### config.mk
export PLATFORM = sky130hd
export DESIGN_NAME = boot_cmd_parser
export DESIGN_NICKNAME = d
export VERILOG_FILES = /design/src/rtl/boot_cmd_pkg.sv /design/src/rtl/boot_key_match.sv /design/src/rtl/boot_payload.sv /design/src/rtl/boot_reply.sv /design/src/rtl/boot_cmd_parser.sv
export SDC_FILE = /design/constraint.sdc
export NUM_CORES = 1
export LEC_CHECK = 0
export CAP_MARGIN = 40
export CORE_ASPECT_RATIO = 0.6
export CORE_UTILIZATION = 50
export DETAILED_ROUTE_END_ITERATION = 12
export GPL_ROUTABILITY_DRIVEN = 0
export PLACE_DENSITY = 0.71
export RECOVER_POWER = 100
export REMOVE_ABC_BUFFERS = 1
export SLEW_MARGIN = 20
export SYNTH_ARGS = -nofsm -noshare
export SYNTH_HDL_FRONTEND = slang
export SYNTH_SLANG_ARGS = --single-unit
export TNS_END_PERCENT = 50
### constraint.sdc
create_clock -name clk -period 11.2 [get_ports clk]
set_input_delay 1.12 -clock clk [delete_from_list [all_inputs] [get_ports clk]]
set_output_delay 1.12 -clock clk [all_outputs]
set_load 0.02 [all_outputs]
### src/rtl/boot_cmd_pkg.sv
// Shared constants, enums and character helpers for the serial boot parser.
// Assumes 8-bit ASCII input.
package boot_cmd_pkg;

    localparam int N_CMD   = 3;
    localparam int KEY_LEN = 8;
    localparam int ID_LEN  = 6;

    localparam logic [7:0] CH_SYNC    = 8'h3E;
    localparam logic [7:0] CH_CHECKED = 8'h3F;
    localparam logic [7:0] CH_DIRECT  = 8'h7E;
    localparam logic [7:0] CH_PAD     = 8'h3D;
    localparam logic [7:0] CH_PASS    = 8'h2E;
    localparam logic [7:0] CH_FAIL    = 8'h21;

    typedef enum logic [1:0] {CMD_QRY = 2'd0, CMD_HEX = 2'd1, CMD_B64 = 2'd2} cmd_e;
    typedef enum logic [1:0] {REP_ID = 2'd0, REP_PASS = 2'd1, REP_FAIL = 2'd2} rep_e;

    // Character idx of keyword number cmd
    function automatic logic [7:0] key_char(input int cmd, input logic [2:0] idx);
        logic [63:0] w;
        case (cmd)
            0:       w = "Boot_Qry";
            1:       w = "Boot_Hex";
            default: w = "Boot_B64";
        endcase
        return w[8*(7-int'(idx)) +: 8];
    endfunction

    // Character idx of the identity reply
    function automatic logic [7:0] id_char(input logic [2:0] idx);
        logic [47:0] s;
        s = {"SBC1", 8'h0D, 8'h0A};
        return s[8*(5-int'(idx)) +: 8];
    endfunction

    function automatic logic is_sep(input logic [7:0] c);
        return (c == 8'h20) || (c == 8'h0D) || (c == 8'h0A);
    endfunction

    function automatic logic is_hex(input logic [7:0] c);
        return (c >= 8'h30 && c <= 8'h39) || (c >= 8'h41 && c <= 8'h46) ||
               (c >= 8'h61 && c <= 8'h66);
    endfunction

    function automatic logic [3:0] hex_val(input logic [7:0] c);
        logic [7:0] t;
        if (c <= 8'h39)      t = c - 8'h30;
        else if (c <= 8'h46) t = c - 8'h41 + 8'd10;
        else                 t = c - 8'h61 + 8'd10;
        return t[3:0];
    endfunction

    function automatic logic is_b64(input logic [7:0] c);
        return (c >= 8'h41 && c <= 8'h5A) || (c >= 8'h61 && c <= 8'h7A) ||
               (c >= 8'h30 && c <= 8'h39) || (c == 8'h2B) || (c == 8'h2F);
    endfunction

    function automatic logic [5:0] b64_val(input logic [7:0] c);
        logic [7:0] t;
        if (c >= 8'h41 && c <= 8'h5A)      t = c - 8'h41;
        else if (c >= 8'h61 && c <= 8'h7A) t = c - 8'h61 + 8'd26;
        else if (c >= 8'h30 && c <= 8'h39) t = c - 8'h30 + 8'd52;
        else if (c == 8'h2B)               t = 8'd62;
        else                               t = 8'd63;
        return t[5:0];
    endfunction

endpackage

### src/rtl/boot_key_match.sv
// Keyword matcher: tracks all keywords in parallel, one character per strobe.
// hit is combinational on the strobe that completes a keyword; cmd names it.
// Assumes every keyword has the same length and first character.
module boot_key_match
    import boot_cmd_pkg::*;
(
    input  logic       clk,
    input  logic       rst_n,
    input  logic       clr,
    input  logic       stb,
    input  logic [7:0] ch,
    output logic       hit,
    output cmd_e       cmd
);
    localparam logic [2:0] LAST = 3'(KEY_LEN - 1);

    logic [2:0]       idx;
    logic [N_CMD-1:0] cand, m, cand_nx, base;
    logic             first;

    // Per-keyword compare of the current character
    for (genvar g = 0; g < N_CMD; g++) begin : g_cmp
        assign m[g] = (ch == key_char(g, idx));
    end

    assign first   = (ch == key_char(0, 3'd0));
    assign base    = (idx == 3'd0) ? '1 : cand;
    assign cand_nx = base & m;
    assign hit     = stb && (idx == LAST) && (|cand_nx);

    // Name the keyword that survives to the last character
    always_comb begin
        if (cand_nx[2])      cmd = CMD_B64;
        else if (cand_nx[1]) cmd = CMD_HEX;
        else                 cmd = CMD_QRY;
    end

    // Advance, restart or clear the match position
    always_ff @(posedge clk) begin
        if (!rst_n || clr) begin
            idx  <= 3'd0;
            cand <= '0;
        end else if (stb) begin
            if (hit) begin
                idx <= 3'd0;
            end else if (|cand_nx) begin
                idx  <= idx + 3'd1;
                cand <= cand_nx;
            end else if (first) begin
                idx  <= 3'd1;
                cand <= '1;
            end else begin
                idx <= 3'd0;
            end
        end
    end
endmodule

### src/rtl/boot_payload.sv
// Payload decoder: turns hex tokens or Base64 characters into byte writes at
// consecutive addresses, keeping a running 8-bit sum. sum_after includes a hex
// token still open when the terminator arrives. Assumes the caller strobes only
// characters that are legal (bad = 0) and flags the terminator with flush.
module boot_payload
    import boot_cmd_pkg::*;
#(
    parameter int ADDR_W = 10
)(
    input  logic              clk,
    input  logic              rst_n,
    input  logic              init,
    input  logic              stb,
    input  logic              flush,
    input  logic              b64,
    input  logic [7:0]        ch,
    output logic              wr_en,
    output logic [ADDR_W-1:0] wr_addr,
    output logic [7:0]        wr_data,
    output logic [7:0]        sum_after,
    output logic              bad
);
    logic [ADDR_W-1:0] ptr;
    logic [7:0]        sum, tok;
    logic              has;
    logic [11:0]       acc, acc_nx;
    logic [2:0]        bcnt;
    logic [3:0]        c;
    logic [11:0]       shifted;

    assign acc_nx    = {acc[5:0], b64_val(ch)};
    assign c         = {1'b0, bcnt} + 4'd6;
    assign shifted   = acc_nx >> (c - 4'd8);
    assign sum_after = sum + ((!b64 && has) ? tok : 8'h00);
    assign bad       = b64 ? !(is_b64(ch) || is_sep(ch) || ch == CH_PAD)
                           : !(is_hex(ch) || is_sep(ch));

    // Assemble bytes and issue writes
    always_ff @(posedge clk) begin
        if (!rst_n) begin
            wr_en   <= 1'b0;
            wr_addr <= '0;
            wr_data <= 8'h00;
            ptr     <= '0;
            sum     <= 8'h00;
            tok     <= 8'h00;
            has     <= 1'b0;
            acc     <= '0;
            bcnt    <= 3'd0;
        end else begin
            wr_en <= 1'b0;
            if (init) begin
                ptr  <= '0;
                sum  <= 8'h00;
                tok  <= 8'h00;
                has  <= 1'b0;
                acc  <= '0;
                bcnt <= 3'd0;
            end else if (stb || flush) begin
                if (!b64) begin
                    if (stb && is_hex(ch)) begin
                        tok <= {tok[3:0], hex_val(ch)};
                        has <= 1'b1;
                    end else if (has) begin
                        wr_en   <= 1'b1;
                        wr_data <= tok;
                        wr_addr <= ptr;
                        ptr     <= ptr + 1'b1;
                        sum     <= sum + tok;
                        has     <= 1'b0;
                        tok     <= 8'h00;
                    end
                end else if (stb && is_b64(ch)) begin
                    acc <= acc_nx;
                    if (c >= 4'd8) begin
                        wr_en   <= 1'b1;
                        wr_data <= shifted[7:0];
                        wr_addr <= ptr;
                        ptr     <= ptr + 1'b1;
                        sum     <= sum + shifted[7:0];
                        bcnt    <= 3'(c - 4'd8);
                    end else begin
                        bcnt <= c[2:0];
                    end
                end
            end
        end
    end
endmodule

### src/rtl/boot_reply.sv
// Reply sender: emits the identity string or a single pass/fail byte over a
// ready/valid transmit port, then pulses done for one cycle.
// Assumes start is not raised while a reply is pending.
module boot_reply
    import boot_cmd_pkg::*;
(
    input  logic       clk,
    input  logic       rst_n,
    input  logic       start,
    input  rep_e       kind,
    input  logic       tx_ready,
    output logic       tx_valid,
    output logic [7:0] tx_data,
    output logic       done
);
    localparam logic [2:0] ID_LAST = 3'(ID_LEN - 1);

    rep_e       kind_q;
    logic [2:0] idx;
    logic       last;

    assign last = (kind_q == REP_ID) ? (idx == ID_LAST) : 1'b1;

    // Select the byte on offer
    always_comb begin
        case (kind_q)
            REP_ID:   tx_data = id_char(idx);
            REP_PASS: tx_data = CH_PASS;
            default:  tx_data = CH_FAIL;
        endcase
    end

    // Step through the reply on each handshake
    always_ff @(posedge clk) begin
        if (!rst_n) begin
            tx_valid <= 1'b0;
            kind_q   <= REP_ID;
            idx      <= 3'd0;
            done     <= 1'b0;
        end else begin
            done <= 1'b0;
            if (start) begin
                tx_valid <= 1'b1;
                kind_q   <= kind;
                idx      <= 3'd0;
            end else if (tx_valid && tx_ready) begin
                if (last) begin
                    tx_valid <= 1'b0;
                    done     <= 1'b1;
                end else begin
                    idx <= idx + 3'd1;
                end
            end
        end
    end
endmodule

### src/rtl/boot_cmd_parser.sv
// Serial boot command parser top: keyword search, argument capture with pin
// qualification, payload decode, checksum decision, reply and run pulse.
// Assumes one byte per rx handshake; rx_ready drops only while replying.
module boot_cmd_parser
    import boot_cmd_pkg::*;
#(
    parameter int ADDR_W = 10,
    parameter int PIN_W  = 32
)(
    input  logic              clk,
    input  logic              rst_n,
    input  logic              rx_valid,
    input  logic [7:0]        rx_data,
    output logic              rx_ready,
    output logic              tx_valid,
    output logic [7:0]        tx_data,
    input  logic              tx_ready,
    input  logic [PIN_W-1:0]  pins_a,
    input  logic [PIN_W-1:0]  pins_b,
    output logic              wr_en,
    output logic [ADDR_W-1:0] wr_addr,
    output logic [7:0]        wr_data,
    output logic              run
);
    typedef enum logic [1:0] {ST_KEY, ST_ARG, ST_DATA, ST_REPLY} st_e;

    st_e             state;
    cmd_e            cmd_q, key_cmd;
    logic [PIN_W-1:0] am, ad, bm, tok;
    logic            tok_has, run_after, run_req;
    logic [1:0]      argi;
    logic            acc, is_sync, is_term, pins_ok, key_hit, key_stb;
    logic            pay_init, pay_stb, pay_flush, pay_bad;
    logic [7:0]      sum_after;
    logic            rep_start, rep_done;
    rep_e            rep_kind;

    assign rx_ready = (state != ST_REPLY);
    assign acc      = rx_valid && rx_ready;
    assign is_sync  = acc && (rx_data == CH_SYNC);
    assign is_term  = (rx_data == CH_CHECKED) || (rx_data == CH_DIRECT);
    assign pins_ok  = ((pins_a & am) == ad) && ((pins_b & bm) == tok);
    assign key_stb  = acc && (state == ST_KEY) && !is_sync;

    // Decide the strobes to the payload decoder and the reply sender
    always_comb begin
        pay_init  = 1'b0;
        pay_stb   = 1'b0;
        pay_flush = 1'b0;
        rep_start = 1'b0;
        rep_kind  = REP_ID;
        case (state)
            ST_ARG: if (acc && !is_sync && is_sep(rx_data) && tok_has &&
                        argi == 2'd3 && pins_ok) begin
                if (cmd_q == CMD_QRY) rep_start = 1'b1;
                else                  pay_init  = 1'b1;
            end
            ST_DATA: if (acc && !is_sync) begin
                if (is_term) begin
                    pay_flush = 1'b1;
                    if (rx_data == CH_CHECKED) begin
                        rep_start = 1'b1;
                        rep_kind  = (sum_after == 8'h00) ? REP_PASS : REP_FAIL;
                    end
                end else if (!pay_bad) begin
                    pay_stb = 1'b1;
                end
            end
            default: ;
        endcase
    end

    // Command state, argument capture and run sequencing
    always_ff @(posedge clk) begin
        if (!rst_n) begin
            state     <= ST_KEY;
            cmd_q     <= CMD_QRY;
            am        <= '0;
            ad        <= '0;
            bm        <= '0;
            tok       <= '0;
            tok_has   <= 1'b0;
            argi      <= 2'd0;
            run_after <= 1'b0;
            run_req   <= 1'b0;
            run       <= 1'b0;
        end else begin
            run_req <= 1'b0;
            run     <= run_req;
            if (is_sync) begin
                state <= ST_KEY;
            end else begin
                case (state)
                    ST_KEY: if (key_hit) begin
                        state   <= ST_ARG;
                        cmd_q   <= key_cmd;
                        argi    <= 2'd0;
                        tok     <= '0;
                        tok_has <= 1'b0;
                    end
                    ST_ARG: if (acc) begin
                        if (is_hex(rx_data)) begin
                            tok     <= {tok[PIN_W-5:0], hex_val(rx_data)};
                            tok_has <= 1'b1;
                        end else if (is_sep(rx_data)) begin
                            if (tok_has) begin
                                tok_has <= 1'b0;
                                tok     <= '0;
                                argi    <= argi + 2'd1;
                                case (argi)
                                    2'd0: am <= tok;
                                    2'd1: ad <= tok;
                                    2'd2: bm <= tok;
                                    default: begin
                                        run_after <= 1'b0;
                                        if (!pins_ok)             state <= ST_KEY;
                                        else if (cmd_q == CMD_QRY) state <= ST_REPLY;
                                        else                      state <= ST_DATA;
                                    end
                                endcase
                            end
                        end else begin
                            state <= ST_KEY;
                        end
                    end
                    ST_DATA: if (acc) begin
                        if (is_term) begin
                            if (rx_data == CH_CHECKED) begin
                                state     <= ST_REPLY;
                                run_after <= (sum_after == 8'h00);
                            end else begin
                                state   <= ST_KEY;
                                run_req <= 1'b1;
                            end
                        end else if (pay_bad) begin
                            state <= ST_KEY;
                        end
                    end
                    default: if (rep_done) begin
                        state   <= ST_KEY;
                        run_req <= run_after;
                    end
                endcase
            end
        end
    end

    boot_key_match u_key (
        .clk   (clk),
        .rst_n (rst_n),
        .clr   (is_sync),
        .stb   (key_stb),
        .ch    (rx_data),
        .hit   (key_hit),
        .cmd   (key_cmd)
    );

    boot_payload #(.ADDR_W(ADDR_W)) u_pay (
        .clk       (clk),
        .rst_n     (rst_n),
        .init      (pay_init),
        .stb       (pay_stb),
        .flush     (pay_flush),
        .b64       (cmd_q == CMD_B64),
        .ch        (rx_data),
        .wr_en     (wr_en),
        .wr_addr   (wr_addr),
        .wr_data   (wr_data),
        .sum_after (sum_after),
        .bad       (pay_bad)
    );

    boot_reply u_rep (
        .clk      (clk),
        .rst_n    (rst_n),
        .start    (rep_start),
        .kind     (rep_kind),
        .tx_ready (tx_ready),
        .tx_valid (tx_valid),
        .tx_data  (tx_data),
        .done     (rep_done)
    );
endmodule

==> metrics.cfg <==
[outcome]
status = finished with violations
violations = capacitance limit, slew limit

[floorplanning]
start_util = 0.517
fp-row-count = 42
die_width_um = 198
die_height_um = 120
core_um2 = 22300
die_area_um2 = 23700
ios = 106

[sta]
max_slew_margin = -1.27
setup_tns_ns = 0
rsz0062_at_grt = false
hold_violations = 0
setup_ws_ns = 3.73
tightest_slew_ns = 3.40
fin_hold_ws_ns = 0.467
setup_viol = 0
period_share = 0.667
fmax_mhz = 134
fin_skew_ns = 0.0102
finalMaxSlewViolations = 199
layout_min_cycle_time_ns = 7.47

[clock_tree]
cts_made_buffers = 20
clk_latency_ns = 0.49
clk_path_buf_depth = 3
post_cts_resized = 0
cts_hold_buf = 0
root_buffer = clkbuf_16
htreeDepth = 1
cts_sinks = 205
post_cts_buffers = 0
cts.clk_slew.worst_paths_ns = 0.06
tritoncts = done

[worst_hold_path]
worstHoldStart = u_pay.wr_data[6]$_SDFFE_PN0P_
hold_path_end = u_pay.wr_data[6]$_SDFFE_PN0P_
hold_path_depth = 2
holdCritPathClass = reg -> reg

[worst_setup_path]
ff2ff_path_depth = 10
crit_chain = dlygate4sd3_1 -> clkbuf_1 -> clkinvlp_2 -> clkbuf_1 -> a21oi_1
max_stage_delay_ns = 2.52
worstReg2RegStart = state[0]$_SDFFE_PP0P_
cp.arrival_ns = 7.85
cp_data_required_time_ns = 11.58
regToRegEndpoint = u_pay.wr_data[0]$_SDFFE_PN0P_
cp_top_family = buffers and inverters
ff2ff_setup_slack_ns = 6.06
critPathMaxFanout = 81
worstSetupEndpointType = flip-flop
crit_slowest_cell = clkinvlp_2
crit_buf_inv = 4
critPathMostFrequentCell = clkbuf_1
path_class = in -> reg
startpoint_type = input port

[power_and_ir_drop]
ir_drop_mv = 0.0894
power.density_nw_per_um2 = 116
power_leakage_nw = 6.02

[logic_synthesis]
synth_commonest_cells = dfxtp_1 (205), nor2_1 (204), mux2i_1 (122), nand2_1 (96), a21oi_1 (70)
synthMostInstantiatedCell = dfxtp_1
ys.flop_type = dfxtp_1
synth_area_um2 = 11500
ys_async_sr_fraction = 0
ys_warn_count = 0
synth_top_area_share = 0.356
yosysTopAreaCell = dfxtp_1
synthTopCellsByArea = dfxtp_1 (36%), mux2i_1 (11%), nor2_1 (6.6%)
yosysSeqAreaShare = 0.356
synth_cell_types = 80
synth_edf_count = 0
avgSynthCellArea_um2 = 8.49
ys_ff_latch = 205
syn_inst = 1360

[detailed_routing]
drtPass1Iterations = 5
drt-vias-per-instance = 5.86
drc = 0
post_drt_wl_per_cell_um = 17.6
vias = 10300
drt-total-wl_um = 30900
first_iter_violations = 851
ant_nets = 0

[cells_and_area]
fin_nets = 1560
drive_gt1_frac = 0.0381
antenna_cells = 0
fillers = 1976
area_growth_pct = 16.5
fin_area_um2 = 13400

[placed_design]
placed_cell_area_um2 = 12800
hpwl_um = 22300
dp_slack_ns = 5.09
port-buffer-count = 104

[grt]
antenna_found_initial = 0
overflow = 0
grt_pass1_vias = 9247
grt_usage = 0.261
grt_pass1_wl_um = 49800
grt_max_degree = 82

[flow_run]
max_cap_viol_count = 4

## cell usage in the layout, fill, tap and decap left out, drive strengths merged, types with 34 or more instances in the layout
master         synthesis  routed
a21oi                 70      70
a22oi                 36      36
and3                  35      35
clkbuf                48      34
clkdlybuf4s50          0      72
dfxtp                205     205
ha                    54      54
inv                   41      40
mux2i                122     122
nand2                 96      96
nand3                 51      51
nor2                 204     204
o21ai                 48      48
## stage by stage
stage	instances	util	power [mW]
5_1_grt	1750	0.602	1.61
6_report	1750	0.602	1.57
3_5_place_dp	1714	0.572	0.853
4_1_cts	1750	0.604	1.58
2_1_floorplan	1292	-	0.795
3_3_place_gp	1712	0.571	0.852
## where the power goes
group	internal, mW	switching, mW	leakage (nW)	total [mW]
Sequential	0.729	0.000585	1.65	0.730
Clock	0.446	0.283	0.351	0.729
Combinational	0.0436	0.0642	4.02	0.108
Total	1.22	0.348	6.02	1.57
## tightest hold or removal path: cells and delay by family, from the launching register on
kind	cells	cell delay, ns
flip-flops	1	0.31
AND/OR/NAND/NOR	1	0.06
AO/OA/AOI/OAI	1	0.05
## layout make-up
class,count,area [um^2],area share
clock inverters,5,100,0.00744
clock buffers,31,613,0.0456
inverters,41,155,0.0115
multi-input cells,1046,6970,0.518
repair buffers,114,1120,0.0833
flip-flops and latches,205,4100,0.305
well taps,308,385,0.0287
## cells by family (layout without fill, tap and decap cells)
kind of cell,count (synthesis),in the layout,synth area share
and+or+nand+nor,504,504,0.208
AOI/OAI and AO/OA,304,304,0.184
DFF,205,205,0.356
muxes,125,125,0.109
buffers and inverters,109,191,0.0385
adders and majority gates,56,56,0.0620
xor gates and xnor gates,56,56,0.0425
other,1,1,0.000325
## flip-flops by register name (all words and copies together) (netlist names), 2 cells and up
name and cells:
ad 32, am 32, bm 32, tok 32
u_pay.ptr 10, u_pay.wr_addr 10, u_pay.sum 8, u_pay.tok 8
u_pay.wr_data 8, u_pay.acc 6, u_key.cand 3, u_key.idx 3
u_rep.idx 3, argi 2, cmd_q 2, state 2
u_pay.bcnt 2, u_rep.kind_q 2
## how the worst max path moves through the flow
stage                     startpoint                             to  slack (ns)  cells after the start
after detailed placement  rx_data[0]      u_pay.sum[7]$_SDFFE_PP0P_        5.09                     20
final                          rst_n           argi[1]$_SDFFE_PN0P_        3.73                      5
after global routing           rst_n           argi[1]$_SDFFE_PN0P_        3.09                      5
after floorplan           rx_data[7]  u_pay.wr_data[0]$_SDFFE_PN0P_        6.62                      8
after CTS                 rx_data[0]      u_pay.sum[7]$_SDFFE_PP0P_        5.58                     20
after global placement    rx_data[0]      u_pay.sum[6]$_SDFFE_PP0P_        5.24                     22
## metal layers
metal | GRT usage | up-vias | part of all wire
met5 | 0 | - | 0
met4 | 0.0388 | 0 | 0.011
met3 | 0.0419 | 30 | 0.079
met2 | 0.360 | 361 | 0.39
met1 | 0.422 | 4836 | 0.52
li1 | - | 5035 | -
Power figures use the tool's default switching activity.
